`src/rtl/pa_pkg.sv`:
```
package pa_pkg;
    typedef enum logic [1:0] {
        ST_OFF,
        ST_EVENT,
        ST_GATE_IDLE,
        ST_GATE_ON
    } pa_state_t;

    localparam logic [1:0] A_CTRL = 2'd0;
    localparam logic [1:0] A_FLAG = 2'd1;

    localparam int C_EN    = 0;
    localparam int C_GATED = 1;
    localparam int C_POL   = 2;
    localparam int C_FCLR  = 3;
    localparam int CTRL_W  = 4;

    localparam int F_EDGE  = 0;
    localparam int F_OVF   = 1;
    localparam int FLAG_W  = 2;
endpackage

```
`src/rtl/pa_edge_sync.sv`:
```
module pa_edge_sync #(
    parameter int STAGES = 2
) (
    input  logic clk,
    input  logic rst_n,
    input  logic pin_i,
    output logic lvl_o,
    output logic prev_o
);
    logic [STAGES:0] chain_q;

    always_ff @(posedge clk) begin
        if (!rst_n) chain_q <= '0;
        else        chain_q <= {chain_q[STAGES-1:0], pin_i};
    end

    assign lvl_o  = chain_q[STAGES-1];
    assign prev_o = chain_q[STAGES];
endmodule

```
`src/rtl/pa_mode_fsm.sv`:
```
module pa_mode_fsm
    import pa_pkg::*;
(
    input  logic clk,
    input  logic rst_n,
    input  logic en_i,
    input  logic gated_i,
    input  logic pol_i,
    input  logic lvl_i,
    input  logic prev_i,
    input  logic tick_i,
    output logic inc_o,
    output logic edge_set_o
);
    pa_state_t state_q, state_d;
    logic sel_lvl, sel_prev, hit;

    assign sel_lvl  = lvl_i ^ pol_i;
    assign sel_prev = prev_i ^ pol_i;
    assign hit      = sel_lvl & ~sel_prev;

    always_comb begin
        state_d = state_q;
        unique case (state_q)
            ST_OFF:       if (en_i) state_d = gated_i ? ST_GATE_IDLE : ST_EVENT;
            ST_EVENT:     if (!en_i) state_d = ST_OFF;
                          else if (gated_i) state_d = ST_GATE_IDLE;
            ST_GATE_IDLE: if (!en_i) state_d = ST_OFF;
                          else if (!gated_i) state_d = ST_EVENT;
                          else if (sel_lvl) state_d = ST_GATE_ON;
            ST_GATE_ON:   if (!en_i) state_d = ST_OFF;
                          else if (!gated_i) state_d = ST_EVENT;
                          else if (!sel_lvl) state_d = ST_GATE_IDLE;
            default:      state_d = ST_OFF;
        endcase
    end

    always_ff @(posedge clk) begin
        if (!rst_n) state_q <= ST_OFF;
        else        state_q <= state_d;
    end

    always_comb begin
        inc_o      = 1'b0;
        edge_set_o = 1'b0;
        unique case (state_q)
            ST_OFF: ;
            ST_EVENT: if (en_i && !gated_i) begin
                inc_o      = hit;
                edge_set_o = hit;
            end
            ST_GATE_IDLE: if (en_i && gated_i) begin
                inc_o = tick_i & sel_lvl;
            end
            ST_GATE_ON: if (en_i && gated_i) begin
                inc_o      = tick_i & sel_lvl;
                edge_set_o = ~sel_lvl;
            end
            default: ;
        endcase
    end
endmodule

```
`src/rtl/pa_count_regs.sv`:
```
module pa_count_regs
    import pa_pkg::*;
#(
    parameter int CNT_W = 16
) (
    input  logic              clk,
    input  logic              rst_n,
    input  logic [1:0]        addr_i,
    input  logic              rd_i,
    input  logic              wr_i,
    input  logic              word_i,
    input  logic [CNT_W-1:0]  wdata_i,
    input  logic              inc_i,
    input  logic              edge_set_i,
    output logic [CNT_W-1:0]  rdata_o,
    output logic [CTRL_W-1:0] ctrl_o,
    output logic [CNT_W-1:0]  cnt_o,
    output logic [FLAG_W-1:0] flag_o,
    output logic              ovf_set_o
);
    localparam int HALF = CNT_W / 2;

    logic [CTRL_W-1:0] ctrl_q;
    logic [CNT_W-1:0]  cnt_q, cnt_d;
    logic [FLAG_W-1:0] flag_q, flag_d;
    logic cnt_acc, cnt_wr;

    assign cnt_acc   = (rd_i | wr_i) & addr_i[1];
    assign cnt_wr    = wr_i & addr_i[1];
    assign ovf_set_o = inc_i & ~cnt_wr & (cnt_q == {CNT_W{1'b1}});

    always_comb begin
        cnt_d = cnt_q;
        if (cnt_wr) begin
            if (word_i)         cnt_d = wdata_i;
            else if (addr_i[0]) cnt_d = {cnt_q[CNT_W-1:HALF], wdata_i[HALF-1:0]};
            else                cnt_d = {wdata_i[HALF-1:0], cnt_q[HALF-1:0]};
        end else if (inc_i) begin
            cnt_d = cnt_q + 1'b1;
        end
    end

    always_comb begin
        flag_d = flag_q;
        if (wr_i && addr_i == A_FLAG) flag_d = flag_d & ~wdata_i[FLAG_W-1:0];
        if (ctrl_q[C_FCLR] && cnt_acc) flag_d = '0;
        flag_d[F_EDGE] = flag_d[F_EDGE] | edge_set_i;
        flag_d[F_OVF]  = flag_d[F_OVF]  | ovf_set_o;
    end

    always_ff @(posedge clk) begin
        if (!rst_n) begin
            ctrl_q <= '0;
            cnt_q  <= '0;
            flag_q <= '0;
        end else begin
            if (wr_i && addr_i == A_CTRL) ctrl_q <= wdata_i[CTRL_W-1:0];
            cnt_q  <= cnt_d;
            flag_q <= flag_d;
        end
    end

    always_comb begin
        rdata_o = '0;
        if (addr_i[1]) begin
            if (word_i)         rdata_o = cnt_q;
            else if (addr_i[0]) rdata_o = {{HALF{1'b0}}, cnt_q[HALF-1:0]};
            else                rdata_o = {{HALF{1'b0}}, cnt_q[CNT_W-1:HALF]};
        end else if (addr_i == A_FLAG) begin
            rdata_o = {{(CNT_W-FLAG_W){1'b0}}, flag_q};
        end else begin
            rdata_o = {{(CNT_W-CTRL_W){1'b0}}, ctrl_q};
        end
    end

    assign ctrl_o = ctrl_q;
    assign cnt_o  = cnt_q;
    assign flag_o = flag_q;
endmodule

```
`src/rtl/pulse_accum.sv`:
```
module pulse_accum
    import pa_pkg::*;
#(
    parameter int CNT_W       = 16,
    parameter int SYNC_STAGES = 2
) (
    input  logic             clk,
    input  logic             rst_n,
    input  logic             pa_pin,
    input  logic             gate_tick,
    input  logic [1:0]       bus_addr,
    input  logic             bus_rd,
    input  logic             bus_wr,
    input  logic             bus_word,
    input  logic [CNT_W-1:0] bus_wdata,
    output logic [CNT_W-1:0] bus_rdata
);
    logic              lvl_w, prev_w, inc_w, edge_set_w, ovf_set_w;
    logic [CTRL_W-1:0] ctrl_q;
    logic [CNT_W-1:0]  cnt_q;
    logic [FLAG_W-1:0] flag_q;

    pa_edge_sync #(.STAGES(SYNC_STAGES)) u_sync (
        .clk    (clk),
        .rst_n  (rst_n),
        .pin_i  (pa_pin),
        .lvl_o  (lvl_w),
        .prev_o (prev_w)
    );

    pa_mode_fsm u_fsm (
        .clk        (clk),
        .rst_n      (rst_n),
        .en_i       (ctrl_q[C_EN]),
        .gated_i    (ctrl_q[C_GATED]),
        .pol_i      (ctrl_q[C_POL]),
        .lvl_i      (lvl_w),
        .prev_i     (prev_w),
        .tick_i     (gate_tick),
        .inc_o      (inc_w),
        .edge_set_o (edge_set_w)
    );

    pa_count_regs #(.CNT_W(CNT_W)) u_regs (
        .clk        (clk),
        .rst_n      (rst_n),
        .addr_i     (bus_addr),
        .rd_i       (bus_rd),
        .wr_i       (bus_wr),
        .word_i     (bus_word),
        .wdata_i    (bus_wdata),
        .inc_i      (inc_w),
        .edge_set_i (edge_set_w),
        .rdata_o    (bus_rdata),
        .ctrl_o     (ctrl_q),
        .cnt_o      (cnt_q),
        .flag_o     (flag_q),
        .ovf_set_o  (ovf_set_w)
    );
endmodule

```
`config.mk`:
```
export PLATFORM = sky130hd
export DESIGN_NAME = pulse_accum
export DESIGN_NICKNAME = d
export VERILOG_FILES = /design/src/rtl/pa_pkg.sv /design/src/rtl/pa_edge_sync.sv /design/src/rtl/pa_mode_fsm.sv /design/src/rtl/pa_count_regs.sv /design/src/rtl/pulse_accum.sv
export SDC_FILE = /design/constraint.sdc
export NUM_CORES = 1
export LEC_CHECK = 0
export BUFFER_PORTS_ARGS = -buffer_cell sky130_fd_sc_hd__buf_2
export CORE_ASPECT_RATIO = 0.7
export CORE_MARGIN = 10
export CORE_UTILIZATION = 60
export CTS_BUF_LIST = sky130_fd_sc_hd__clkbuf_4 sky130_fd_sc_hd__clkbuf_8
export CTS_CLUSTER_DIAMETER = 100
export CTS_CLUSTER_SIZE = 12
export DETAILED_ROUTE_END_ITERATION = 8
export MAX_ROUTING_LAYER = met4
export PLACE_DENSITY = 0.87
export SYNTH_ARGS = -nofsm -noshare
export SYNTH_HDL_FRONTEND = slang
export SYNTH_SLANG_ARGS = --single-unit
```
`constraint.sdc`:
```
create_clock -name clk -period 3 [get_ports clk]
set_clock_uncertainty 0.1 [all_clocks]
set_input_delay 0.15 -clock clk [delete_from_list [all_inputs] [get_ports clk]]
set_output_delay 0.15 -clock clk [all_outputs]
set_load 0.1 [all_outputs]
```
==> results by group, run 1 <==
Status
  – Outcome: finished clean

Clock tree
  – CTS buffer count: 3
  – CTS tree: built
  – CTS clk-pin slew, worst paths: 0.09 ns
  – Root Driver: clkbuf_8
  – Clock sinks: 27
  – H-tree lvl count: 1
  – Clock Latency Late Sink: between 0.2 and 0.3 ns
  – Total setup buffers inserted after CTS: 0
  – CTS max path bufs: 2

Pwr
  – Part of the power in combinational logic: a little over a fifth
  – Power density over cell area: about 370 mW/mm^2
  – Maximum VDD drop: ~0.36 mV
  – Switch share: 32.2%
  – Psw: around 0.00025 W
  – Clock Power Share: 28.0%
  – Leak pwr: ~0.86 nW
  – Cell-internal power: 0.000527 W
  – Seq pwr share: roughly half

Synthesis
  – Top cells by area, synth: dfxtp_1, nand2_1, a21oi_1, and3_1, nor2_1
  – FF+latch count, synth: 27
  – Top post-synthesis cells by count: nand2_1, dfxtp_1, nor2_1
  – Syn_nets: 270
  – EDFF count, synth: 0
  – Ys flop type: dfxtp_1
  – Top-area cell type share of the netlist area: between 20% and 30%
  – Post-synth cell types: 54
  – Top-count cell post-synth: nand2_1
  – Post-synthesis cell area: around 0.0018 sq mm
  – Cell type with the largest total area after synthesis: dfxtp_1
  – Post-Synthesis Cells: between 200 and 250
  – Seq/Total Area, Yosys: ~30%
  – Post-synth ARST share: 0%
  – Synth warn: 0
  – Syn_area_per_cell: between 7 and 8 sq um

Cells and area
  – Share of cells above drive strength 1: about 22%
  – FILL cells: 244
  – Area of the multi-input gates: roughly 0.0012 sq mm
  – Diode count: 0
  – Area Overhead vs Synth: 14.7%
  – Fin nets: a little over 300
  – Finished Layout Cells: roughly 310
  – Fin area: 0.00209 sq mm
  – Register area: about 540 sq um

Routing
  – 1st-iter DRT viols: around 440
  – Residual DRC count: 0
  – Drt first pass iters: 5
  – Vias post-DR: 2,130
  – Avg WL per Cell: between 15 and 20 um
  – Vias per cell: between 6 and 7
  – Final WL: roughly 5900 um
  – ANT nets after route: 0

Worst setup path
  – Worst setup EP type: flip-flop
  – Top Family by Delay on Critical Path: simple AND/OR/NAND/NOR gates
  – Slowest-stage cell, CP: nor3b_1
  – Crit path depth: 5
  – Critical Path RT: about 3 ns
  – Reg2reg path depth: 5
  – CP max stage delay: about 0.49 ns
  – Reg2Reg Setup Slack: 0.72 ns
  – Beginning of the critical path: u_sync.chain_q[1]
  – CP Max Fanout: 13
  – Worst Path Arrival: about 2.4 ns
  – CP Capture Point: u_regs.cnt_o[11]
  – Buffers and inverters on the worst path: 0
  – Cell Chain, Critical Path: nor3b_1 > o2111ai_1 > nand3_1 > nor2_1 > a2111oi_2
  – R2r startpoint: u_sync.chain_q[1]
  – Startpoint Class: flip-flop
  – Worst Setup Path Type: flip-flop to flip-flop
  – Reg-to-Reg End: u_regs.cnt_o[11]

Timing
  – Worst hold slack: between 0.09 and 0.1 ns
  – Least-Margin Pin Slew: roughly 0.74 ns
  – PnR worst setup slack: just over 0.7 ns
  – RSZ-0062 raised after global routing: no
  – Slew Limit Fails: 0
  – Final setup violation count: 0
  – Final hold violations: 0
  – Max Freq: roughly 440 MHz
  – Shortest period the worst path allows: 2.28 ns
  – Final Cycle Share: between 70% and 80%
  – Rel. slew slack: between 50% and 60%
  – Setup TNS: 0 ns

Floorplan
  – Die H: roughly 66 um
  – Num ports: 41
  – Core area: 0.00286 sq mm
  – Die width: approximately 86 um
  – Starting Density: 63.8%
  – Die ar.: between 0.005 and 0.006 sq mm
  – Std cell rows: 16

Global routing
  – First-pass GRT wire length: roughly 9500 um
  – Initial antenna violation count: 0
  – Largest net degree at the start of global routing: 24
  – All-Layer GR Usage: between 20 and 25%
  – Total gr overflow: 0
  – Vias in the first global route: 1,909

Placement
  – IO Port Bufs: 40
  – Placed Area: 0.00203 sq mm
  – Hpwl dp: 4290 um
  – GP Congestion: 0.996
  – Placed insts: 308
  – Pre-CTS WS: a little under 0.7 ns

Run
  – Max-Cap Viols: 0

Worst hold path
  – Hold Crit Class: input port to flip-flop
[metal layers]
layer / vias up / track usage [%] / part of all wire [%]
li1: 983 / - / -
met3: 15 / 7.14 / 14
met4: 0 / 4.92 / 1.9
met1: 978 / 26.8 / 41
met2: 154 / 29.8 / 43
met5: - / - / 0
[per-stage QoR]
step	total power (W)	utilization, %
floorplan	0.000511	-
global placement	0.000559	71.1
detailed placement	0.000562	71.1
CTS	0.000775	73.1
global route	0.000804	73.1
finish	0.000777	73.1
[cell usage in the layout, fill, tap and decap left out, types with 2 or more instances in the layout]
| cell | instances |
|---|---|
| and3_1 | 13 |
| a21oi_1 | 17 |
| nor3_1 | 4 |
| nand3_1 | 11 |
| a21boi_1 | 4 |
| inv_1 | 5 |
| a211oi_1 | 4 |
| nand4_1 | 3 |
| a2111oi_2 | 2 |
| a22oi_1 | 2 |
| and2_1 | 5 |
| a31oi_1 | 8 |
| nand2_1 | 37 |
| a22o_1 | 2 |
| xor2_1 | 2 |
| nor2_1 | 19 |
| dfxtp_1 | 27 |
| or2_2 | 2 |
| a41o_1 | 2 |
| a221oi_1 | 4 |
| nor4_1 | 2 |
| buf_4 | 3 |
| nor2b_1 | 3 |
| o22ai_1 | 3 |
| o2bb2ai_1 | 2 |
| o21ai_0 | 11 |
| nor3b_1 | 4 |
| mux2i_1 | 6 |
| clkbuf_8 | 3 |
| buf_2 | 40 |
[how the worst min path moves through the flow]
stage | from | cells after the start | end | slack (ns)
after floorplan | pa_pin | 1 | u_sync.chain_q[0] | 0.18
after global placement | pa_pin | 2 | u_sync.chain_q[0] | 0.26
after detailed placement | pa_pin | 2 | u_sync.chain_q[0] | 0.26
after CTS | bus_wdata[2] | 3 | u_regs.ctrl_o[2] | 0.08
after global routing | bus_wdata[2] | 3 | u_regs.ctrl_o[2] | 0.1
final | bus_wdata[2] | 3 | u_regs.ctrl_o[2] | 0.09
[flip-flops by register name, indices dropped and copies added, names as in the netlist]
name / cells
u_regs.cnt_o: 16
u_regs.ctrl_o: 4
u_sync.chain_q: 3
u_fsm.state_q: 2
u_regs.flag_o: 2
[area by class of cell]
type	instances	share of cell area [%]
tap	36	2.15
inverter	6	1.08
clock buffer	4	2.33
multi-input combinational	196	57.5
sequential	27	25.8
timing repair buffer	44	11.1
[repair_timing]
item,CTS,global route
endpoints found under the hold margin,1,0
gates resized for setup,0,0
hold buffers,1,0
[logic make-up after synthesis]
logic type,synth area share (%)
adder cells (fa/ha/maj),0.685
XOR/XNOR,0.960
AO/OA/AOI/OAI,29.8
AND/OR/NAND/NOR,31.2
multiplexers,3.29
buffers and inverters,4.46
flip-flops,29.6
[worst register-to-register path, stage by stage, from the launching register on]
cell	delay, ns
dfxtp_1	0.39
nor3b_1	0.49
o2111ai_1	0.29
nand3_1	0.48
nor2_1	0.11
a2111oi_2	0.33
[power by group through the flow]
stage	combinational [W]	clock (W)	sequential, W
2_1_floorplan	0.000121	0	0.000390
6_report	0.000171	0.000218	0.000389
5_1_grt	0.000183	0.000230	0.000390
3_5_place_dp	0.000166	0	0.000396
4_1_cts	0.000168	0.000220	0.000388
3_3_place_gp	0.000164	0	0.000395
Power figures use the tool's default switching activity.
==> run 2, diff against run 1 <==
- CORE_UTILIZATION: 60 -> 51
- PLACE_DENSITY: 0.87 -> 0.79
- clock period: 3 -> 2 ns (I/O delays scaled with it)
==> run 2 against run 1 <==
Net effect:
- first-iteration DRC count down 37%
- via count down 0.52%
- routed wire length up 2.1%
- sequential share of layout area down 3.0 points
- final cell count up 8.3%
- utilization down 5.2 points
- power up 57%
- flip-flop and latch count unchanged
- combinational power up 80%
- maximum frequency up 23%
- clock power up 50%
- critical path type unchanged
==> results by group, run 2 (same netlist as run 1, synthesis figures left out) <==
Status
  – Outcome: finished clean (unchanged)

Timing
  – RSZ-0062 raised after global routing: no (unchanged)
  – Final hold violations: 0 (unchanged)
  – Least-Margin Pin Slew: 0.592 ns (was 0.744 ns)
  – Shortest period the worst path allows: 1.86 ns (was 2.28 ns)
  – Worst hold slack: 0.0449 ns (was 0.0906 ns)
  – Rel. slew slack: 60.4% (was 50.0%)
  – Slew Limit Fails: 0 (unchanged)
  – Max Freq: 537 MHz (was 438 MHz)
  – Final Cycle Share: 93.0% (was 76.1%)
  – Final setup violation count: 0 (unchanged)

Cells and area
  – Diode count: 0 (unchanged)
  – Max FFs per register: 16 (unchanged)
  – Commonest non-fill, non-tap cell in the layout: nand2_1 (was buf_2)
  – FILL cells: 301 (was 244)
  – Fin area: 0.00237 sq mm (was 0.00209 sq mm)
  – Share of cells above drive strength 1: 27.7% (was 22.0%)
  – Commonest cells after routing, fill and taps aside: nand2_1, buf_2, dfxtp_1 (was buf_2, nand2_1, dfxtp_1)
  – Fin nets: 316 (was 304)
  – Area Overhead vs Synth: 29.8% (was 14.7%)

Floorplan
  – Die H: 70.1 um (was 66.2 um)
  – Num ports: 41 (unchanged)
  – Die width: 91.5 um (was 85.9 um)
  – Std cell rows: 18 (was 16)
  – Starting Density: 52.3% (was 63.8%)
  – Core area: 0.00349 sq mm (was 0.00286 sq mm)
  – Die ar.: 0.00641 sq mm (was 0.00568 sq mm)

Run
  – Max-Cap Viols: 0 (unchanged)

Placement
  – Placed Area: 0.00230 sq mm (was 0.00203 sq mm)
  – Hpwl dp: 4590 um (was 4290 um)
  – IO Port Bufs: 40 (unchanged)
  – GP Congestion: 0.941 (was 0.996)

Global routing
  – First-pass GRT wire length: 9920 um (was 9470 um)
  – Total gr overflow: 0 (unchanged)
  – Initial antenna violation count: 0 (unchanged)
  – Largest net degree at the start of global routing: 18 (was 24)
  – GRT Max-Usage Layer: met2 (unchanged)
  – All-Layer GR Usage: 18.8% (was 20.7%)
  – Met1 usage: 26.0% (was 26.8%)
  – GR Util met3: 5.02% (was 7.14%)
  – GRT met2 Usage: 27.4% (was 29.8%)
  – Vias in the first global route: 1,930 (was 1,909)

Routing
  – Final WL: 6030 um (was 5910 um)
  – Drt first pass iters: 5 (unchanged)
  – Avg WL per Cell: 17.8 um (was 18.9 um)
  – ANT nets after route: 0 (unchanged)
  – Vias post-DR: 2,119 (was 2,130)
  – Vias per cell: 6.25 (was 6.81)
  – Residual DRC count: 0 (unchanged)
  – 1st-iter DRT viols: 275 (was 436)

Clock tree
  – Clock sinks: 27 (unchanged)
  – Total setup buffers inserted after CTS: 0 (unchanged)
  – CTS buffer count: 3 (unchanged)
  – CTS clk-pin slew, worst paths: 0.10 ns (was 0.09 ns)
  – Root Driver: clkbuf_8 (unchanged)
  – H-tree lvl count: 1 (unchanged)
  – Clock Latency Late Sink: 0.27 ns (about the same)
  – CTS max path bufs: 2 (unchanged)
  – CTS tree: built (unchanged)

Worst hold path
  – Hold Crit Class: input port to flip-flop (unchanged)

Worst setup path
  – Worst Setup Path Type: flip-flop to flip-flop (unchanged)
  – Worst Path Arrival: 1.93 ns (was 2.36 ns)
  – Startpoint Class: flip-flop (unchanged)
  – Worst setup EP type: flip-flop (unchanged)
  – CP Max Fanout: 6 (was 13)
  – Critical Path RT: 2.07 ns (was 3.08 ns)

Pwr
  – Maximum VDD drop: 0.337 mV (was 0.362 mV)
  – Leak pwr: 0.954 nW (was 0.860 nW)
  – Power density over cell area: 513 mW/mm^2 (was 371 mW/mm^2)
-- run 2: changes by cell type in the layout (fill, tap and decap cells not counted), sizes merged --
cell and delta:
buf +12
-- run 2: final cells by class --
| class | count | area, sq um | area share, % |
|---|---|---|---|
| clock buffers | 4 | 48.8 | 2.06 |
| inverters | 6 | 22.5 | 0.950 |
| multi-input cells | 196 | 1240 | 52.3 |
| flip-flops and latches | 27 | 541 | 22.8 |
| well taps | 50 | 62.6 | 2.64 |
| repair buffers | 56 | 455 | 19.2 |
-- run 2: per-layer routing --
| metal | up-vias | routed length [um] |
|---|---|---|
| li1 | 1002 | - |
| met1 | 973 | 2720 |
| met2 | 136 | 2520 |
| met3 | 8 | 752 |
| met4 | 0 | 44 |
| met5 | - | 0 |
-- run 2: path summary, 6_finish.rpt --
| path | end | start | slack (ns) | cells after the start |
|---|---|---|---|---|
| max | u_regs.cnt_o[10] | u_regs.cnt_o[0] | 0.14 | 6 |
| min | u_regs.cnt_o[6] | bus_wdata[6] | 0.04 | 3 |
| max reg2reg | u_regs.cnt_o[10] | u_regs.cnt_o[0] | 0.14 | 6 |
| min reg2reg | u_sync.chain_q[1] | u_sync.chain_q[0] | 0.34 | 1 |
-- run 2: through the flow --
stage               total power, W  setup slack, ns  utilization, %  cells  TNS [ns]
floorplan                 0.000771           -0.311               -    244    -0.311
global placement          0.000888            0.216            65.8    334         0
detailed placement        0.000892            0.192            65.8    334         0
CTS                        0.00122            0.181            67.5    339         0
global route               0.00126         0.000595            67.9    339         0
finish                     0.00122            0.139            67.9    339         0
-- run 2: report_power, final --
group / switching (W) / internal (W) / total [W] / leakage [nW]
Combinational: 0.000192 / 0.000117 / 0.000308 / 0.708
Sequential: 0.0000243 / 0.000556 / 0.000580 / 0.220
Clock: 0.000171 / 0.000156 / 0.000328 / 0.0262
-- run 2: what timing repair did --
action | in CTS | in global routing
hold buffers | 1 | 0
resized for setup | 0 | 2
hold endpoints to repair | 1 | 0
setup endpoints to repair | 0 | 2
-- run 2: worst max-delay path: stages (launching register included) --
cell and delay, ns:
dfxtp_1 0.42, ha_1 0.26, nand3_1 0.15, or3_1 0.42, and3_1 0.19, a31oi_1 0.13
a21oi_1 0.08
==> run 3, diff against run 2 <==
--- a/config.mk
+++ b/config.mk
@@ -17,2 +17,4 @@
 export PLACE_DENSITY = 0.79
+export REMOVE_ABC_BUFFERS = 1
+export SLEW_MARGIN = 20
 export SYNTH_ARGS = -nofsm -noshare
--- a/constraint.sdc
+++ b/constraint.sdc
@@ -4,2 +4,2 @@
 set_output_delay 0.1 -clock clk [all_outputs]
-set_load 0.1 [all_outputs]
+set_load 0.05 [all_outputs]
==> run 3 against run 2 <==
Net effect:
- critical path depth stayed put
- combinational power decreased by 22%
- clock-buffer cell count is the same
- worst hold slack lost 0.025 ns
- non-clock buffer count is 1 lower
- clock power is essentially flat
- power shrank 5.2%
- die area is the same
- sequential power about the same
- setup slack lost 0.021 ns
==> results by group, run 3 (same netlist as run 1, synthesis figures left out) <==
Timing
  – Final Cycle Share: 94.1% (was 93.0%)
  – Rel. slew slack: 59.7% (was 60.4%)
  – PnR worst setup slack: 0.118 ns (was 0.139 ns)
  – Least-Margin Pin Slew: 0.603 ns (was 0.592 ns)
  – Max Freq: 531 MHz (was 537 MHz)
  – Shortest period the worst path allows: 1.88 ns (was 1.86 ns)
  – Final hold violations: 0 (unchanged)
  – Slew Limit Fails: 0 (unchanged)
  – Final setup violation count: 0 (unchanged)

Clock tree
  – CTS buffer count: 3 (unchanged)
  – CTS tree: built (unchanged)
  – H-tree lvl count: 1 (unchanged)
  – Clock Latency Late Sink: 0.28 ns (was 0.27 ns)
  – Total setup buffers inserted after CTS: 0 (unchanged)
  – Clock sinks: 27 (unchanged)
  – CTS max path bufs: 2 (unchanged)
  – CTS clk-pin slew, worst paths: 0.09 ns (was 0.10 ns)
  – Root Driver: clkbuf_8 (unchanged)

Worst hold path
  – Worst hold stages: 3 (unchanged)
  – Endpoint, Worst Hold: u_regs.ctrl_o[2] (was u_regs.cnt_o[6])
  – Hold_sp: bus_wdata[2] (was bus_wdata[6])
  – Hold Crit Class: input port to flip-flop (unchanged)

Routing
  – Drt first pass iters: 5 (unchanged)
  – Vias per cell: 6.27 (was 6.25)
  – Final WL: 5870 um (was 6030 um)
  – Residual DRC count: 0 (unchanged)
  – Vias post-DR: 2,118 (was 2,119)
  – ANT nets after route: 0 (unchanged)
  – 1st-iter DRT viols: 261 (was 275)
  – Avg WL per Cell: 17.4 um (was 17.8 um)

Cells and area
  – Diode count: 0 (unchanged)
  – Fin area: 0.00221 sq mm (was 0.00237 sq mm)
  – Final core occ: 63.3% (was 67.9%)
  – Area Overhead vs Synth: 21.1% (was 29.8%)
  – Commonest non-fill, non-tap cell in the layout: buf_2 (was nand2_1)
  – Share of cells above drive strength 1: 26.0% (was 27.7%)
  – Max FFs per register: 16 (unchanged)
  – Commonest cells after routing, fill and taps aside: buf_2, nand2_1, dfxtp_1 (was nand2_1, buf_2, dfxtp_1)
  – Fin nets: 315 (was 316)

Pwr
  – Power density over cell area: 521 mW/mm^2 (was 513 mW/mm^2)
  – Maximum VDD drop: 0.359 mV (was 0.337 mV)
  – Leak pwr: 0.918 nW (was 0.954 nW)

Placement
  – Hpwl dp: 4400 um (was 4590 um)
  – GP Congestion: 0.967 (was 0.941)
  – Pre-CTS WS: 0.178 ns (was 0.192 ns)
  – Placed Area: 0.00213 sq mm (was 0.00230 sq mm)
  – IO Port Bufs: 40 (unchanged)

Floorplan
  – Die H: 70.1 um (unchanged)
  – Die width: 91.5 um (unchanged)
  – Core area: 0.00349 sq mm (unchanged)
  – Die ar.: 0.00641 sq mm (unchanged)
  – Num ports: 41 (unchanged)
  – Std cell rows: 18 (unchanged)
  – Starting Density: 52.3% (unchanged)

Worst setup path
  – Worst Setup Path Type: flip-flop to flip-flop (unchanged)
  – R2r startpoint: u_regs.cnt_o[0] (unchanged)
  – Reg2reg path depth: 6 (unchanged)
  – CP Max Fanout: 6 (unchanged)
  – Worst Path Arrival: 1.95 ns (was 1.93 ns)
  – Critical Path RT: 2.07 ns (about the same)
  – Worst setup EP type: flip-flop (unchanged)
  – Reg2Reg Setup Slack: 0.12 ns (was 0.14 ns)
  – Reg-to-Reg End: u_regs.cnt_o[10] (unchanged)
  – Startpoint Class: flip-flop (unchanged)

Global routing
  – Largest net degree at the start of global routing: 23 (was 18)
  – First-pass GRT wire length: 9830 um (was 9920 um)
  – Initial antenna violation count: 0 (unchanged)
  – Vias in the first global route: 1,932 (was 1,930)
  – All-Layer GR Usage: 18.6% (was 18.8%)
  – Total gr overflow: 0 (unchanged)

Run
  – Max-Cap Viols: 0 (unchanged)

Status
  – Outcome: finished clean (unchanged)
==> run 3: cell count changes in the layout (fill, tap and decap cells not counted), sizes merged <==
| cell | change |
|---|---|
| buf | -1 |
==> run 3: metal layers <==
metal  global-route usage, %  share of wire, %  vias to the layer above
met5                       -                 0                        -
met4                    3.12              0.77                        0
met3                    4.38                11                        6
met2                    25.2                41                      118
met1                    27.2                47                      990
li1                        -                 -                     1004
==> run 3: where the power goes <==
| group | internal, W | switching (W) |
|---|---|---|
| clock | 0.000157 | 0.000173 |
| combinational | 0.0000903 | 0.000151 |
| sequential | 0.000556 | 0.0000256 |
| total | 0.000803 | 0.000350 |
==> run 3: metrics by stage <==
stage	setup TNS [ns]	hold slack, ns	std cells	total power [W]
2_1_floorplan	-0.126	0.117	229	0.000717
3_3_place_gp	0	0.207	333	0.000823
3_5_place_dp	0	0.212	333	0.000825
4_1_cts	0	0.0143	338	0.00115
5_1_grt	-0.0153	0.0182	338	0.00121
6_report	0	0.0195	338	0.00115
==> run 3: layout make-up <==
class	instances	area, sq um
flip-flops and latches	27	542
clock buffers	4	48.8
multi-input cells	196	1220
inverters	6	22.5
fillers	316	1280
repair buffers	55	319
well taps	50	62.6
==> run 3: critical path: stages (launching register included) <==
cell and delay, ns:
dfxtp_1 0.43, ha_1 0.25, nand3_1 0.15, or3_1 0.43
and3_1 0.20, a31oi_1 0.14, a21oi_1 0.08
==> run 3: how the worst max path moves through the flow <==
stage	startpoint	end	slack, ns	cells past startpoint
after global routing	u_regs.ctrl_o[2]	u_regs.cnt_o[14]	-0.02	6
final	u_regs.cnt_o[0]	u_regs.cnt_o[10]	0.12	6
after CTS	u_regs.cnt_o[0]	u_regs.cnt_o[10]	0.16	6
after global placement	bus_wr	u_regs.cnt_o[3]	0.22	7
after detailed placement	u_regs.cnt_o[0]	u_regs.cnt_o[10]	0.18	6
after floorplan	bus_word	bus_rdata[4]	-0.03	3
==> run 3: timing repair <==
item / 4_1_cts / 5_1_grt
endpoints found under the setup margin: 0 / 2
hold endpoints to repair: 1 / 0
hold buffers: 1 / 0
gates resized for setup: 0 / 4
